## config.mk

```make
export PLATFORM = sky130hd
export DESIGN_NAME = uart_chan_ctrl
export DESIGN_NICKNAME = d
export VERILOG_FILES = /design/src/rtl/uart_chan_pkg.sv /design/src/rtl/uart_byte_fifo.sv /design/src/rtl/uart_chan_regs.sv /design/src/rtl/uart_rx_timeout.sv /design/src/rtl/uart_chan_ctrl.sv
export SDC_FILE = /design/constraint.sdc
export NUM_CORES = 1
export LEC_CHECK = 0
export BUFFER_PORTS_ARGS = -buffer_cell sky130_fd_sc_hd__buf_2
export CORE_MARGIN = 1.5
export CORE_UTILIZATION = 36
export CTS_CLUSTER_DIAMETER = 80
export CTS_CLUSTER_SIZE = 16
export DETAILED_ROUTE_END_ITERATION = 10
export PLACE_DENSITY_LB_ADDON = 0.15
export SKIP_LAST_GASP = 1
export SLEW_MARGIN = 20
export SYNTH_ARGS = -nofsm -noshare
export SYNTH_HDL_FRONTEND = slang
export SYNTH_SLANG_ARGS = --single-unit
```

## constraint.sdc

```tcl
create_clock -name clk -period 7 [get_ports clk]
set_input_delay 1.4 -clock clk [delete_from_list [all_inputs] [get_ports clk]]
set_output_delay 1.4 -clock clk [all_outputs]
set_load 0.01 [all_outputs]
```

## src/rtl/uart_chan_pkg.sv

```systemverilog
package uart_chan_pkg;

    typedef enum logic [1:0] {
        CH_NORMAL    = 2'd0,
        CH_ECHO      = 2'd1,
        CH_LOCAL_LB  = 2'd2,
        CH_REMOTE_LB = 2'd3
    } chan_mode_e;

    typedef enum logic [1:0] {
        TMO_IDLE  = 2'd0,
        TMO_COUNT = 2'd1,
        TMO_FIRE  = 2'd2
    } tmo_state_e;

    localparam int CTL_W      = 9;
    localparam int CB_RX_RST  = 0;
    localparam int CB_TX_RST  = 1;
    localparam int CB_RX_EN   = 2;
    localparam int CB_RX_DIS  = 3;
    localparam int CB_TX_EN   = 4;
    localparam int CB_TX_DIS  = 5;
    localparam int CB_TMO_RST = 6;
    localparam int CB_BRK_ON  = 7;
    localparam int CB_BRK_OFF = 8;

    localparam logic [CTL_W-1:0] CTL_RESET = 9'h128;

endpackage

```

## src/rtl/uart_byte_fifo.sv

```systemverilog
module uart_byte_fifo #(
    parameter int DATA_W = 8,
    parameter int DEPTH  = 16,
    localparam int AW    = (DEPTH > 1) ? $clog2(DEPTH) : 1,
    localparam int CW    = $clog2(DEPTH + 1)
) (
    input  logic              clk,
    input  logic              rst_n,
    input  logic              flush,
    input  logic              push,
    input  logic              pop,
    input  logic [DATA_W-1:0] wdata,
    output logic [DATA_W-1:0] rdata,
    output logic [CW-1:0]     count,
    output logic              full,
    output logic              empty
);

    logic [DATA_W-1:0] mem [DEPTH];
    logic [AW-1:0]     rptr_q;
    logic [AW-1:0]     wptr_q;
    logic [CW-1:0]     count_q;

    function automatic logic [AW-1:0] ptr_inc(input logic [AW-1:0] p);
        return (p == AW'(DEPTH - 1)) ? '0 : p + AW'(1);
    endfunction

    always_ff @(posedge clk) begin
        if (push) begin
            mem[wptr_q] <= wdata;
        end
    end

    always_ff @(posedge clk or negedge rst_n) begin
        if (!rst_n) begin
            rptr_q  <= '0;
            wptr_q  <= '0;
            count_q <= '0;
        end else if (flush) begin
            rptr_q  <= '0;
            wptr_q  <= '0;
            count_q <= '0;
        end else begin
            if (push) begin
                wptr_q <= ptr_inc(wptr_q);
            end
            if (pop) begin
                rptr_q <= ptr_inc(rptr_q);
            end
            unique case ({push, pop})
                2'b10:   count_q <= count_q + CW'(1);
                2'b01:   count_q <= count_q - CW'(1);
                default: count_q <= count_q;
            endcase
        end
    end

    always_comb begin
        rdata = mem[rptr_q];
        count = count_q;
        full  = (count_q == CW'(DEPTH));
        empty = (count_q == '0);
    end

endmodule

```

## src/rtl/uart_chan_regs.sv

```systemverilog
module uart_chan_regs
    import uart_chan_pkg::*;
(
    input  logic             clk,
    input  logic             rst_n,
    input  logic             ctl_wr_en,
    input  logic [CTL_W-1:0] ctl_wr_data,
    input  logic             mode_wr_en,
    input  logic [1:0]       mode_wr_field,
    output logic [CTL_W-1:0] ctl_q,
    output chan_mode_e       mode,
    output logic             rx_active,
    output logic             tx_active,
    output logic             break_req,
    output logic             rx_flush,
    output logic             tx_flush,
    output logic             tmo_restart
);

    logic [CTL_W-1:0] ctl_r;
    chan_mode_e       mode_r;

    always_ff @(posedge clk or negedge rst_n) begin
        if (!rst_n) begin
            ctl_r <= CTL_RESET;
        end else if (ctl_wr_en) begin
            // flush bits act once and are never stored
            ctl_r <= {ctl_wr_data[CTL_W-1:2], 2'b00};
        end
    end

    always_ff @(posedge clk or negedge rst_n) begin
        if (!rst_n) begin
            mode_r <= CH_NORMAL;
        end else if (mode_wr_en) begin
            mode_r <= chan_mode_e'(mode_wr_field);
        end
    end

    always_comb begin
        ctl_q       = ctl_r;
        mode        = mode_r;
        rx_active   = ctl_r[CB_RX_EN] & ~ctl_r[CB_RX_DIS];
        tx_active   = ctl_r[CB_TX_EN] & ~ctl_r[CB_TX_DIS];
        break_req   = ctl_r[CB_BRK_ON] & ~ctl_r[CB_BRK_OFF];
        rx_flush    = ctl_wr_en & ctl_wr_data[CB_RX_RST];
        tx_flush    = ctl_wr_en & ctl_wr_data[CB_TX_RST];
        tmo_restart = ctl_wr_en & ctl_wr_data[CB_TMO_RST];
    end

endmodule

```

## src/rtl/uart_rx_timeout.sv

```systemverilog
module uart_rx_timeout
    import uart_chan_pkg::*;
#(
    parameter int TICK_W = 8,
    parameter int TMO_W  = 8,
    localparam int CNT_W = TICK_W + 2
) (
    input  logic              clk,
    input  logic              rst_n,
    input  logic              rx_push,
    input  logic              rx_flush,
    input  logic              restart,
    input  logic [TMO_W-1:0]  tmo_val,
    input  logic              baud_tick,
    input  logic [TICK_W-1:0] char_ticks,
    output logic              evt_tmo
);

    tmo_state_e       state_q;
    tmo_state_e       state_d;
    logic [CNT_W-1:0] cnt_q;
    logic [CNT_W-1:0] limit;
    logic             tmo_on;
    logic             at_limit;

    always_comb begin
        limit    = {char_ticks, 2'b00};
        tmo_on   = (tmo_val != '0);
        at_limit = (cnt_q == limit - CNT_W'(1));
    end

    always_comb begin
        state_d = state_q;
        unique case (state_q)
            TMO_IDLE: begin
                if (rx_push && !rx_flush) begin
                    state_d = TMO_COUNT;
                end
            end
            TMO_COUNT: begin
                if (rx_flush) begin
                    state_d = TMO_IDLE;
                end else if (rx_push || restart) begin
                    state_d = TMO_COUNT;
                end else if (tmo_on && baud_tick && at_limit) begin
                    state_d = TMO_FIRE;
                end
            end
            TMO_FIRE: begin
                state_d = (rx_push && !rx_flush) ? TMO_COUNT : TMO_IDLE;
            end
            default: state_d = TMO_IDLE;
        endcase
    end

    always_ff @(posedge clk or negedge rst_n) begin
        if (!rst_n) begin
            state_q <= TMO_IDLE;
        end else begin
            state_q <= state_d;
        end
    end

    always_ff @(posedge clk or negedge rst_n) begin
        if (!rst_n) begin
            cnt_q <= '0;
        end else if (state_d != TMO_COUNT || rx_push || restart) begin
            cnt_q <= '0;
        end else if (tmo_on && baud_tick) begin
            cnt_q <= cnt_q + CNT_W'(1);
        end
    end

    always_comb begin
        evt_tmo = (state_q == TMO_FIRE);
    end

endmodule

```

## src/rtl/uart_chan_ctrl.sv

```systemverilog
module uart_chan_ctrl
    import uart_chan_pkg::*;
#(
    parameter int DATA_W = 8,
    parameter int DEPTH  = 16,
    parameter int TICK_W = 8,
    parameter int TMO_W  = 8,
    localparam int LVL_W = $clog2(DEPTH + 1)
) (
    input  logic              clk,
    input  logic              rst_n,
    input  logic              ctl_wr_en,
    input  logic [8:0]        ctl_wr_data,
    output logic [8:0]        ctl_rd_data,
    input  logic              mode_wr_en,
    input  logic [1:0]        mode_wr_field,
    input  logic [TMO_W-1:0]  tmo_val,
    input  logic [TICK_W-1:0] char_ticks,
    input  logic              baud_tick,
    input  logic              host_wr_en,
    input  logic [DATA_W-1:0] host_wr_data,
    input  logic              host_rd_en,
    output logic [DATA_W-1:0] host_rd_data,
    input  logic              line_rx_valid,
    input  logic [DATA_W-1:0] line_rx_data,
    output logic              tx_valid,
    output logic [DATA_W-1:0] tx_data,
    input  logic              tx_ready,
    output logic              break_req,
    output logic [LVL_W-1:0]  rx_level,
    output logic [LVL_W-1:0]  tx_level,
    output logic              evt_rx_ovr,
    output logic              evt_tx_ovr,
    output logic              evt_rx_tmo
);

    chan_mode_e        mode;
    logic              rx_active, tx_active;
    logic              rx_flush, tx_flush, tmo_restart;
    logic              line_to_rx, line_to_tx, host_to_rx, host_to_tx;
    logic              rx_req, tx_req;
    logic              rx_push, rx_pop, tx_push, tx_pop;
    logic              rx_full, rx_empty, tx_full, tx_empty;
    logic              rx_ovr_d, tx_ovr_d;
    logic [DATA_W-1:0] rx_wdata, tx_wdata, rx_head, tx_head;

    uart_chan_regs u_regs (
        .clk           (clk),
        .rst_n         (rst_n),
        .ctl_wr_en     (ctl_wr_en),
        .ctl_wr_data   (ctl_wr_data),
        .mode_wr_en    (mode_wr_en),
        .mode_wr_field (mode_wr_field),
        .ctl_q         (ctl_rd_data),
        .mode          (mode),
        .rx_active     (rx_active),
        .tx_active     (tx_active),
        .break_req     (break_req),
        .rx_flush      (rx_flush),
        .tx_flush      (tx_flush),
        .tmo_restart   (tmo_restart)
    );

    // routing of each byte source by channel mode
    always_comb begin
        line_to_rx = line_rx_valid && (mode == CH_NORMAL || mode == CH_ECHO);
        line_to_tx = line_rx_valid && (mode == CH_ECHO || mode == CH_REMOTE_LB);
        host_to_tx = host_wr_en && (mode == CH_NORMAL);
        host_to_rx = host_wr_en && (mode == CH_LOCAL_LB);

        rx_req   = rx_active && (line_to_rx || host_to_rx);
        tx_req   = tx_active && (line_to_tx || host_to_tx);
        rx_wdata = host_to_rx ? host_wr_data : line_rx_data;
        tx_wdata = host_to_tx ? host_wr_data : line_rx_data;

        rx_pop  = host_rd_en && rx_active && !rx_empty && !rx_flush;
        tx_pop  = tx_ready && !tx_empty && !tx_flush;
        rx_push = rx_req && (!rx_full || rx_pop) && !rx_flush;
        tx_push = tx_req && (!tx_full || tx_pop) && !tx_flush;

        rx_ovr_d = rx_req && rx_full && !rx_pop && !rx_flush;
        tx_ovr_d = tx_req && tx_full && !tx_pop && !tx_flush;
    end

    uart_byte_fifo #(.DATA_W(DATA_W), .DEPTH(DEPTH)) u_rx_fifo (
        .clk   (clk),
        .rst_n (rst_n),
        .flush (rx_flush),
        .push  (rx_push),
        .pop   (rx_pop),
        .wdata (rx_wdata),
        .rdata (rx_head),
        .count (rx_level),
        .full  (rx_full),
        .empty (rx_empty)
    );

    uart_byte_fifo #(.DATA_W(DATA_W), .DEPTH(DEPTH)) u_tx_fifo (
        .clk   (clk),
        .rst_n (rst_n),
        .flush (tx_flush),
        .push  (tx_push),
        .pop   (tx_pop),
        .wdata (tx_wdata),
        .rdata (tx_head),
        .count (tx_level),
        .full  (tx_full),
        .empty (tx_empty)
    );

    uart_rx_timeout #(.TICK_W(TICK_W), .TMO_W(TMO_W)) u_tmo (
        .clk        (clk),
        .rst_n      (rst_n),
        .rx_push    (rx_push),
        .rx_flush   (rx_flush),
        .restart    (tmo_restart),
        .tmo_val    (tmo_val),
        .baud_tick  (baud_tick),
        .char_ticks (char_ticks),
        .evt_tmo    (evt_rx_tmo)
    );

    always_ff @(posedge clk or negedge rst_n) begin
        if (!rst_n) begin
            evt_rx_ovr <= 1'b0;
            evt_tx_ovr <= 1'b0;
        end else begin
            evt_rx_ovr <= rx_ovr_d;
            evt_tx_ovr <= tx_ovr_d;
        end
    end

    always_comb begin
        host_rd_data = (rx_active && !rx_empty) ? rx_head : '0;
        tx_valid     = !tx_empty;
        tx_data      = tx_head;
    end

endmodule

```

# --- After elaboration in Yosys (flattened, before gate mapping) ---
# Memory sizes are Yosys's and may differ from the RTL's.
# Index checks and enable logic that the tools add are counted.
classes:
  addsub: 10
  n_reduce_logical: 54
  n_mux: 31
  n_eq_ne: 17
  bitwise_logic: 9
op_table:
  columns: ["op", "count"]
  rows:
  - ["$mux W4", 12]
  - ["$logic_and A1 B1 Y1", 25]
  - ["$mux W8", 3]
  - ["$mux W10", 2]
  - ["$pmux W5 S2", 2]
  - ["$add A4 B1 Y4 const B", 4]
  - ["$eq A4 B4 Y1 const B", 4]
  - ["$add A10 B1 Y10 const B", 1]
  - ["$add A5 B1 Y5 const B", 2]
  - ["$eq A10 B10 Y1", 1]
  - ["$eq A2 B2 Y1 const B", 5]
  - ["$eq A5 B5 Y1 const B", 2]
  - ["$logic_not A5 Y1", 2]
  - ["$mux W5", 2]
  - ["$reduce_bool A2 Y1", 5]
  - ["$sub A10 B1 Y10 const B", 1]
  - ["$sub A5 B1 Y5 const B", 2]
  - ["$logic_or A1 B1 Y1", 9]
  - ["$eq A2 B1 Y1 const B", 4]
  - ["$logic_not A1 Y1", 8]
  - ["$mux W2", 4]
  - ["$reduce_bool A8 Y1", 1]
  - ["$and A1 B1 Y1", 6]
  - ["$pmux W2 S3", 1]
  - ["other kinds (5)", 13]
totals:
  ff_bits: 49
  in_bits: 52
  ram_bits: 256
  n_memories: 2
  output_inout_bits: 40
  wordCells: 135
memory_table:
  columns: ["name", "depth", "width", "rd", "rd_clocked_by_memory_dff", "write_ports", "line_no", "text"]
  rows:
  - ["u_rx_fifo.mem", 16, 8, 1, 0, 1, "uart_byte_fifo.sv:19", "logic [DATA_W-1:0] mem [DEPTH];"]
  - ["u_tx_fifo.mem", 16, 8, 1, 0, 1, "uart_byte_fifo.sv:19", null]

# --- Logic depth before layout (Yosys ltp) ---
# Gate-level depths: netlist of the first run.
depth:
  word_depth: 16
  depth_mapped: 12

# --- Modules after synthesis ---
# From an unflattened synthesis of the first run, not the netlist that was laid out.
unflattened:
  hier_cells: 837
  hier_area_um2: 13400.4
modules_own_cells:
  columns: ["mod", "instances", "seq_area_each_um2", "cells_per_inst", "area_each_um2"]
  rows:
  - ["uart_byte_fifo at u_rx_fifo", 1, 4169.0, 343, 5814.3]
  - ["uart_byte_fifo at u_tx_fifo", 1, 4169.0, 317, 5796.8]
  - ["uart_rx_timeout", 1, 300.3, 101, 877.1]
  - ["uart_chan_ctrl", 1, 50.0, 48, 484.2]
  - ["uart_chan_regs", 1, 229.0, 28, 427.9]

# --- Worst setup path after synthesis of the first run ---
# No wires, ideal clock.
synth_path:
  path_kind: "input port to flip-flop"
  start: "input host_wr_en"
  end: "register u_tx_fifo.count_q[4], in the netlist u_tx_fifo.count[4]"
  path_slack_ns: 3.339
  t_arrival_ns: 3.530
  t_required_ns: 6.868
  setup_ns: 0.132
  stages: 11
  path_cell_list: "nor3b_4 o211a_1 buf_4 nor3_1 ha_1 a21o_1 a21oi_1 nor4_1 or3_1 xor2_1 nor2_1"
synth_between:
  elab_chain_len: 8
  word_cells_on_any_way: 10
synth_lines:
  columns: ["item", "line_no", "text"]
  rows:
  - ["from (decl)", "uart_chan_ctrl.sv:20", "input logic host_wr_en,"]
  - ["$logic_and A1 B1 Y1 (*)", "uart_chan_ctrl.sv:68", "host_to_tx = host_wr_en && (mode == CH_NORMAL);"]
  - ["$logic_or A1 B1 Y1 (*)", "uart_chan_ctrl.sv:72", "tx_req = tx_active && (line_to_tx || host_to_tx);"]
  - ["$logic_and A1 B1 Y1 (*)", "uart_chan_ctrl.sv:72", null]
  - ["$logic_and A1 B1 Y1 (*) (2 in a row)", "uart_chan_ctrl.sv:79", "tx_push = tx_req && (!tx_full || tx_pop) && !tx_flush;"]
  - ["$eq A2 B1 Y1 / $eq A2 B2 Y1 (equally long branches)", "uart_byte_fifo.sv:50", "unique case ({push, pop})"]
  - ["$pmux W5 S2", "uart_byte_fifo.sv:50", null]
  - ["$mux W5", "uart_byte_fifo.sv:39", "end else if (flush) begin"]
  - ["to (signal assigned)", "uart_byte_fifo.sv:51", "2'b10: count_q <= count_q + CW'(1);"]
  - ["to (signal assigned)", "uart_byte_fifo.sv:52", "2'b01: count_q <= count_q - CW'(1);"]
  - ["to (signal assigned)", "uart_byte_fifo.sv:53", "default: count_q <= count_q;"]
  - ["to (decl)", "uart_byte_fifo.sv:22", "logic [CW-1:0] count_q;"]
# Every way passes the cells marked *; elsewhere a longest branch is shown, timed or not.
# A chain may end at the register's enable or synchronous reset.

# --- Worst setup path after layout of the first run ---
layout_path:
  start: "register u_tx_fifo.rptr_q[0]"
  end: "output tx_data[1]"
layout_between:
  elab_chain_len: 1
layout_lines:
  columns: ["item", "line_no", "text"]
  rows:
  - ["from (decl)", "uart_byte_fifo.sv:20", "logic [AW-1:0] rptr_q;"]
  - ["from (signal assigned)", "uart_byte_fifo.sv:48", "rptr_q <= ptr_inc(rptr_q);"]
  - ["$mem_v2 Z16 W8", null, null]
  - ["to (decl)", "uart_chan_ctrl.sv:27", "output logic [DATA_W-1:0] tx_data,"]
# Every way passes these cells.

==> flow_summary.ini, run 1 <==
[run_status]
status = finished, final reports clean

[pwr]
ir_drop_mv = 0.1488
p_int_w = 0.003105
p_comb_frac = 0.202
p_per_area_nw_per_um2 = 288.7
p_sw_frac = 0.2750
power_switching_w = 0.001178
p_clk_frac = 0.297
power_frac_seq = 0.502
power.leakage_nw = 5.092

[yosys]
yosysWarnings = 0
synth_cell_types = 59
synth_area_um2 = 13180
synth-main-ff-cell = edfxtp_1
yosys_register_bits = 305
postSynthCellCount = 809
synth_area_leaders = edfxtp_1 (58%), mux4_2 (9.6%), dfrtp_1 (8.7%)
synth_edf_count = 256
synth.avg_cell_area_um2 = 16.30
synth_top_cell_area_share = 0.5831
synth_async_sr_flop_share = 0.1607
ys_seq_area_frac = 0.6764
synth_top_area_cell = edfxtp_1

[floorplan]
ioPinCount = 92
initial_core_util = 0.3680
dieHeight_um = 194.4
rows = 69
core_um2 = 35830
die_x_um = 194.4
die_area_um2 = 37780

[timing]
hold_slack_ns = 0.5063
slew_viol_final = 0
fin_crit_ns = 4.489
fin_ws_ns = 2.511
relSlewSlack = 0.3070
setup_tns_ns = 0
report.final.setup_viol = 0
hold_viol_final = 0
tightest_slew_ns = 1.031
max_freq_mhz = 222.8
grt_setup_unrepaired = no
finalClockSkew_ns = 0.01228
period_share = 0.6413

[clocking]
cts.sinks = 305
cts_resized = 0
postCtsHoldBufs = 0
numCtsBuffers = 23
clk_latency_ns = 0.52
cts_tree = yes
clockBufferDepth = 3
cts-root-buf = clkbuf_16
cts_setup_buffers = 0
htreeDepth = 1
clk_pin_slew_worst_paths_ns = 0.07

[detailed_routing]
num_vias = 7248
wire_per_inst_um = 21.84
via_per_inst = 5.279
drc = 0
dr.pass1.iters = 5
routed_wl_um = 29990
first_iter_violations = 507
antenna_left = 0

[global_routing]
grt-ovfl-total = 0
grt_pass1_wl_um = 45890
grt_pass1_vias = 7286
antenna_found_initial = 1
grt_max_degree = 50
grt_usage = 0.1603

[placed_design]
place_hpwl_um = 20090
numPortBuffers = 89
place.gp.congestion = 0.7477
pre_cts_ws_ns = 2.448

[final_layout]
fin_nets = 967
syn2layout_area_growth_pct = 12.52
drive_gt1_frac = 0.2492

[critical_path]
crit_chain = buf_4, mux2_2, o21ai_0, a21oi_1, a22oi_1, nand2_1, buf_2
crit_slowest_cell = dfrtp_2
crit_family = flip-flops
cp.arrival_ns = 3.09
critical_path_class = reg -> out
cp_slowest_stage_delay_ns = 0.95
cp.buffers_inverters = 2
start_kind = register
path_max_fanout = 28
cp-end-kind = output port
cp.required_ns = 5.60

[job]
cap_viol_max_count = 0

[min_path]
hp-class = reg -> reg
==> worst paths after layout <==
check | startpoint | end | slack (ns) | cells past startpoint
worst max-delay path | u_tx_fifo.rptr_q[0] | tx_data[1] | 2.51 | 7
worst min-delay path | u_regs.ctl_q[5] | u_regs.ctl_q[5] | 0.51 | 2
worst max register to register | u_regs.mode[0] | u_rx_fifo.mem[4][1] | 3.41 | 5
worst min register to register | u_regs.ctl_q[5] | u_regs.ctl_q[5] | 0.51 | 2
max in group asynchronous | rst_n | u_rx_fifo.rptr_q[0] | 5.49 | 2
min in group asynchronous | rst_n | u_tx_fifo.count[3] | 1.00 | 2
==> tightest hold or removal path: cells and delay by family, from the launching register on <==
family | cells | cell delay [ns]
compound gates | 1 | 0.07
buf+inv | 1 | 0.06
flops | 1 | 0.37
==> power groups by stage <==
stage,clock network [W],registers [W],logic [W]
floorplan,0,0.00213,0.000644
global placement,0,0.00219,0.000887
detailed placement,0,0.00219,0.000883
CTS,0.00130,0.00215,0.000884
global route,0.00137,0.00216,0.000960
finish,0.00127,0.00215,0.000864
==> synth_stat cells (3+ instances only) <==
cell type and instances:
edfxtp_1 256, mux4_2 56, nor2_1 48, dfrtp_1 46, nand2_1 36, mux2_2 31
o21ai_0 30, mux2i_1 29, a21oi_1 27, and2_1 19, ha_1 18, clkbuf_1 17
nor2b_1 16, inv_1 15, xnor2_1 15, nor3_1 12, xor2_1 12, buf_2 10
nor4_1 10, a22oi_1 9, a221oi_1 8, buf_1 7, and3_1 6, a21o_1 5
a31oi_1 5, nand3_1 5, nand2b_1 4, o211ai_1 4, and3b_1 3, buf_4 3
dfstp_2 3, mux2_1 3, nand3b_1 3, nand4_1 3, o21ai_1 3, or3_1 3
==> stage by stage <==
stage          area (µm²)  std cells  total power [W]    util
3_5_place_dp        14130       1331         0.003074  0.3945
2_1_floorplan       13190        810         0.002777       -
3_3_place_gp        14130       1331         0.003080  0.3945
4_1_cts             14810       1372         0.004341  0.4134
5_1_grt             14830       1373         0.004493  0.4140
6_report            14830       1373         0.004283  0.4140
==> layer usage <==
metal	wire [µm]	part of all wire	track usage	vias to the layer above
li1	-	-	-	3327
met1	14420	0.48	0.2433	3683
met2	13420	0.45	0.2422	205
met3	1618	0.054	0.02568	33
met4	530	0.018	0.03588	0
met5	0	0	0	-
==> kinds of logic (layout without fill, tap and decap cells) <==
kind of cell / count (synthesis) / after routing / synth area share
AOI/OAI and AO/OA: 105 / 105 / 0.05011
xor gates and xnor gates: 27 / 27 / 0.01794
adders and majority gates: 20 / 20 / 0.02012
buffers and inverters: 52 / 153 / 0.01661
DFF: 305 / 305 / 0.6764
muxes: 120 / 120 / 0.1478
other: 1 / 3 / 0.0002844
and+or+nand+nor: 179 / 179 / 0.07080
==> flip-flops by register name, indices dropped and copies added (netlist names) <==
name	cells
evt_rx_ovr	1
evt_tx_ovr	1
u_regs.ctl_q	7
u_regs.mode	2
u_rx_fifo.count	5
u_rx_fifo.mem	128
u_rx_fifo.rptr_q	4
u_rx_fifo.wptr_q	4
u_tmo.cnt_q	10
u_tmo.state_q	2
u_tx_fifo.count	5
u_tx_fifo.mem	128
u_tx_fifo.rptr_q	4
u_tx_fifo.wptr_q	4
==> layout by cell type (no fill, tap or decap), drive strengths merged, types with 6 or more instances in the layout <==
master	count
a21oi	27
a221oi	8
a22oi	9
and2	21
and3	6
buf	97
clkbuf	39
dfrtp	46
edfxtp	256
ha	18
inv	16
mux2	34
mux2i	30
mux4	56
nand2	36
nor2	48
nor2b	16
nor3	12
nor4	10
o21ai	33
xnor2	15
xor2	12
==> layout make-up <==
type / instances / area (µm²)
Fill cell: 3246 / 20990
Antenna cell: 1 / 2.502
Inverter: 15 / 56.30
Multi-Input combinational cell: 453 / 4096
Clock inverter: 2 / 41.29
Clock buffer: 39 / 635.6
Sequential cell: 305 / 8920
Timing Repair Buffer: 97 / 505.5
Tap cell: 461 / 576.8
(Power assumes the default switching activity.)
==> run 2, diff against run 1 <==
Clock period 7 ns to 4.31 ns, I/O delays scaled along.
==> run 2 against run 1 <==
Routed wire length down 2.1%; hold slack worse by 0.25 ns; worst setup slack worse by 1.8 ns; clock power up 56%; combinational power up 69%; register-to-register slack worse by 2.3 ns; largest cell class unchanged; sequential power up 60%.
==> flow_summary.ini, run 2 (synthesized netlist as in run 1, its figures left out) <==
[floorplan]
rows = 69
dieHeight_um = 194.4
die_x_um = 194.4
core_um2 = 35830
initial_core_util = 0.3680
ioPinCount = 92
die_area_um2 = 37780

[critical_path]
crit_family = multiplexers
critical_path_depth = 5
r2r_cells = 10
reg2reg_to = u_tx_fifo.count[4]
cp.required_ns = 3.45
start_kind = register
crit_slowest_cell = mux4_2
cp-end-kind = output port
crit_chain = buf_4, mux4_2, mux4_2, nor2b_1, buf_2
worst-r2r-setup-slack_ns = 1.09
crit_path_frequent_cell = mux4_2
critical_path_class = reg -> out
path_max_fanout = 19
cp_slowest_stage_delay_ns = 0.57
cp.buffers_inverters = 2
cp.arrival_ns = 2.77
rr_startpoint = u_tx_fifo.count[1]

[clocking]
cts_resized = 0
clk_latency_ns = 0.54
cts_tree = yes
cts.sinks = 305
postCtsHoldBufs = 0
cts_setup_buffers = 0
clockBufferDepth = 3
numCtsBuffers = 23
htreeDepth = 1
clk_pin_slew_worst_paths_ns = 0.08
cts-root-buf = clkbuf_16

[timing]
fin_crit_ns = 3.630
finalClockSkew_ns = 0.02314
period_share = 0.8422
grt_setup_unrepaired = no
relSlewSlack = 0.4883
report.final.setup_viol = 0
setup_tns_ns = 0
hold_viol_final = 0
tightest_slew_ns = 0.7676
slew_viol_final = 0
max_freq_mhz = 275.5

[global_routing]
use_met1 = 0.2305
top_usage_layer = met2
grtUsageMet3 = 0.02204
met2_usage = 0.2485
antenna_found_initial = 1
grt-ovfl-total = 0
grt_pass1_vias = 7397
grt_pass1_wl_um = 45080
grt_max_degree = 54
grt_usage = 0.1576

[pwr]
p_comb_frac = 0.212
p_per_area_nw_per_um2 = 460.7
power.leakage_nw = 5.178
totalPowerFinal_w = 0.006874
p_sw_frac = 0.2767
power_frac_seq = 0.500
ir_drop_mv = 0.3130
power_switching_w = 0.001902
p_int_w = 0.004972
p_clk_frac = 0.288

[detailed_routing]
num_vias = 7158
via_per_inst = 5.183
first_iter_violations = 510
antenna_left = 0
dr.pass1.iters = 4
routed_wl_um = 29360
wire_per_inst_um = 21.26
drc = 0

[run_status]
status = finished, final reports clean

[final_layout]
antenna_cells = 0
final_cell_mix = edfxtp_1 (256), buf_2 (89), mux4_2 (56)
fin_nets = 985
drive_gt1_frac = 0.2620
syn2layout_area_growth_pct = 13.17
layout_commonest_cell = edfxtp_1
top_regs = u_rx_fifo.mem: 128 flops, u_tx_fifo.mem: 128 flops, u_tmo.cnt_q: 10 flops

[placed_design]
place_hpwl_um = 19160
place.gp.congestion = 0.7680
numPortBuffers = 89

[min_path]
hp-class = in -> async

[job]
cap_viol_max_count = 0
run 2: cell types whose count changed in the layout (fill, tap and decap cells not counted), sizes merged:
cell / previous run / this run
clkinv: 0 / 2
bufinv: 1 / 0
clkbuf: 39 / 29
buf: 97 / 115
diode: 1 / 0
run 2: worst max path at each step:
| stage | end | from |
|---|---|---|
| 3_5_place_dp | u_tx_fifo.count[4] | host_wr_en |
| 6_report | host_rd_data[7] | u_rx_fifo.rptr_q[0] |
| 3_3_place_gp | u_tx_fifo.count[4] | host_wr_en |
| 4_1_cts | host_rd_data[7] | u_rx_fifo.rptr_q[0] |
| 5_1_grt | host_rd_data[7] | u_rx_fifo.rptr_q[0] |
| 2_1_floorplan | u_tx_fifo.count[4] | host_wr_en |
run 2: worst register-to-register path: stages, from the launching register on:
cell and delay [ns]:
dfrtp_1 0.46, or4_4 0.58, o21ai_1 0.45, nor3_1 0.20, fa_1 0.45, a21o_1 0.18
a21oi_1 0.20, nor4_1 0.06, or3_1 0.33, xor2_1 0.14, nor2_1 0.05
run 2: metal layers:
metal  vias to the layer above  wire [µm]  share of wire
li1                       3341          -              -
met1                      3616      14210           0.48
met2                       166      13250           0.45
met3                        35       1163          0.040
met4                         0        731          0.025
met5                         -          0              0
run 2: layout make-up:
class	instances	area [µm²]
inverters	15	56.30
repair buffers	115	653.1
clock buffers	29	598.1
multi-input cells	453	4076
fillers	3215	20910
flip-flops and latches	305	8920
well taps	461	576.8
clock inverters	3	40.04
run 2: metrics by stage:
stage          instance area [µm²]  cells  setup WS, ns    util  hold slack [ns]
6_report                     14920   1381        0.6803  0.4164           0.2533
5_1_grt                      14920   1381        0.5474  0.4164           0.2768
4_1_cts                      14920   1381        0.6141  0.4164           0.2442
3_5_place_dp                 14280   1349        0.7282  0.3986           0.5053
3_3_place_gp                 14280   1349        0.7844  0.3986           0.5026
2_1_floorplan                13190    810         1.187       -           0.4939
run 2: power by group through the flow:
stage | Clock, W | Combinational [W] | Sequential, W
2_1_floorplan | 0 | 0.00105 | 0.00346
3_3_place_gp | 0 | 0.00148 | 0.00350
3_5_place_dp | 0 | 0.00149 | 0.00350
4_1_cts | 0.00206 | 0.00149 | 0.00344
5_1_grt | 0.00215 | 0.00162 | 0.00345
6_report | 0.00198 | 0.00146 | 0.00343
==> run 3, diff against run 2 <==
Clock period 4.31 ns to 3.7 ns, I/O delays scaled along.
==> run 3 against run 2 <==
Utilization rose by 0.41 points; largest power group unchanged; clock power grew 20%; routed wire length grew 1.6%; worst setup slack got worse by 0.40 ns; sequential cell count stayed put; first-iteration DRC count rose by 9.8%; clock-buffer cell count increased by 10; cell area is 0.98% higher; sequential share of layout area is 0.58 points lower; register-to-register slack got worse by 0.46 ns; global-route usage grew 0.23 points.
==> flow_summary.ini, run 3 (synthesized netlist as in run 1, its figures left out) <==
[run_status]
status = finished, final reports clean

[floorplan]
rows = 69
die_x_um = 194.4
ioPinCount = 92
core_um2 = 35830
die_area_um2 = 37780
dieHeight_um = 194.4
initial_core_util = 0.3680

[detailed_routing]
antenna_left = 0
first_iter_violations = 560
via_per_inst = 5.207
wire_per_inst_um = 21.26
dr.pass1.iters = 4
num_vias = 7305
drc = 0
routed_wl_um = 29830

[global_routing]
use_met1 = 0.2349
met2_usage = 0.2547
grt_pass1_wl_um = 45670
top_usage_layer = met2
grtUsageMet3 = 0.02204
grt_pass1_vias = 7410
grt_max_degree = 30
grt_usage = 0.1600
grt-ovfl-total = 0
antenna_found_initial = 0

[final_layout]
antenna_cells = 0
final_area_um2 = 15070
layout_commonest_cell = edfxtp_1
syn2layout_area_growth_pct = 14.28
stdcell_count = 1403
n_fill_cell = 3205
final_cell_mix = edfxtp_1 (256), buf_2 (89), mux4_2 (56)
top_regs = u_rx_fifo.mem: 128 flops, u_tx_fifo.mem: 128 flops, u_tmo.cnt_q: 10 flops
drive_gt1_frac = 0.2696
fin_nets = 997
post-route-util = 0.4205

[critical_path]
critical_path_class = reg -> out
start_kind = register
cp.arrival_ns = 2.68
cp-end-kind = output port
r2r_cells = 11
rr_startpoint = u_rx_fifo.count[1]
worst-r2r-setup-slack_ns = 0.63
reg2reg_to = u_rx_fifo.count[4]
cp.required_ns = 2.96
path_max_fanout = 15

[timing]
relSlewSlack = 0.4867
max_freq_mhz = 292.1
finalClockSkew_ns = 0.02046
period_share = 0.9254
report.final.setup_viol = 0
tightest_slew_ns = 0.7700
hold_viol_final = 0
fin_crit_ns = 3.424
slew_viol_final = 0
fin_ws_ns = 0.2760
grt_setup_unrepaired = no
setup_tns_ns = 0

[pwr]
ir_drop_mv = 0.4897
power_frac_seq = 0.498
p_clk_frac = 0.291
power.leakage_nw = 5.257
p_int_w = 0.005885
power_switching_w = 0.002233
p_sw_frac = 0.2750
p_per_area_nw_per_um2 = 538.7
p_comb_frac = 0.210

[clocking]
postCtsHoldBufs = 0
cts_resized = 0
cts_setup_buffers = 0
cts-root-buf = clkbuf_16
clk_pin_slew_worst_paths_ns = 0.07
htreeDepth = 1
cts.sinks = 305
clk_latency_ns = 0.53
cts_tree = yes
clockBufferDepth = 3
numCtsBuffers = 23

[placed_design]
place.gp.congestion = 0.7546
placed_cells = 1361
pre_cts_ws_ns = 0.5104
place_hpwl_um = 19980
place_area_um2 = 14400
numPortBuffers = 89

[min_path]
hp-class = in -> async

[job]
cap_viol_max_count = 0
## run 3: worst max-delay path, cell delays in order, from the launching register on
cell and delay (ns):
dfrtp_2 0.58, buf_12 0.23, mux4_2 0.52, mux4_2 0.52, nor2b_1 0.16, buf_2 0.14
## run 3: power by group through the flow
stage	Combinational, W	Clock (W)	Sequential [W]
final	0.00171	0.00237	0.00405
after global routing	0.00189	0.00257	0.00408
after CTS	0.00175	0.00245	0.00405
after detailed placement	0.00174	0	0.00412
after global placement	0.00174	0	0.00413
after floorplan	0.00122	0	0.00404
## run 3: layout make-up
class	count	area (µm²)	share of cell area
sequential	305	8920	0.5920
multi-input combinational	453	4076	0.2706
timing repair buffer	127	768.2	0.05099
clock buffer	39	645.6	0.04285
tap	461	576.8	0.03828
inverter	15	56.30	0.003737
clock inverter	3	23.77	0.001578
## run 3: how the worst max path moves through the flow
stage	start	end	slack, ns	cells after the start
2_1_floorplan	host_wr_en	u_tx_fifo.count[4]	0.70	11
3_3_place_gp	host_wr_en	u_tx_fifo.count[4]	0.58	11
3_5_place_dp	host_wr_en	u_tx_fifo.count[4]	0.51	11
4_1_cts	u_rx_fifo.rptr_q[0]	host_rd_data[5]	0.21	5
5_1_grt	u_tx_fifo.rptr_q[0]	tx_data[1]	0.06	7
6_report	u_rx_fifo.rptr_q[0]	host_rd_data[7]	0.28	5
## run 3: routing by layer
layer  vias up  share of wire
met5         -              0
met4         0          0.017
met3        29          0.057
met2       178           0.46
met1      3708           0.47
li1       3390              -
## run 3: per-stage QoR
stage / power [W] / hold WS, ns
2_1_floorplan: 0.005254 / 0.4444
3_3_place_gp: 0.005862 / 0.5005
3_5_place_dp: 0.005861 / 0.5039
4_1_cts: 0.008245 / 0.2565
5_1_grt: 0.008534 / 0.3002
6_report: 0.008117 / 0.2629
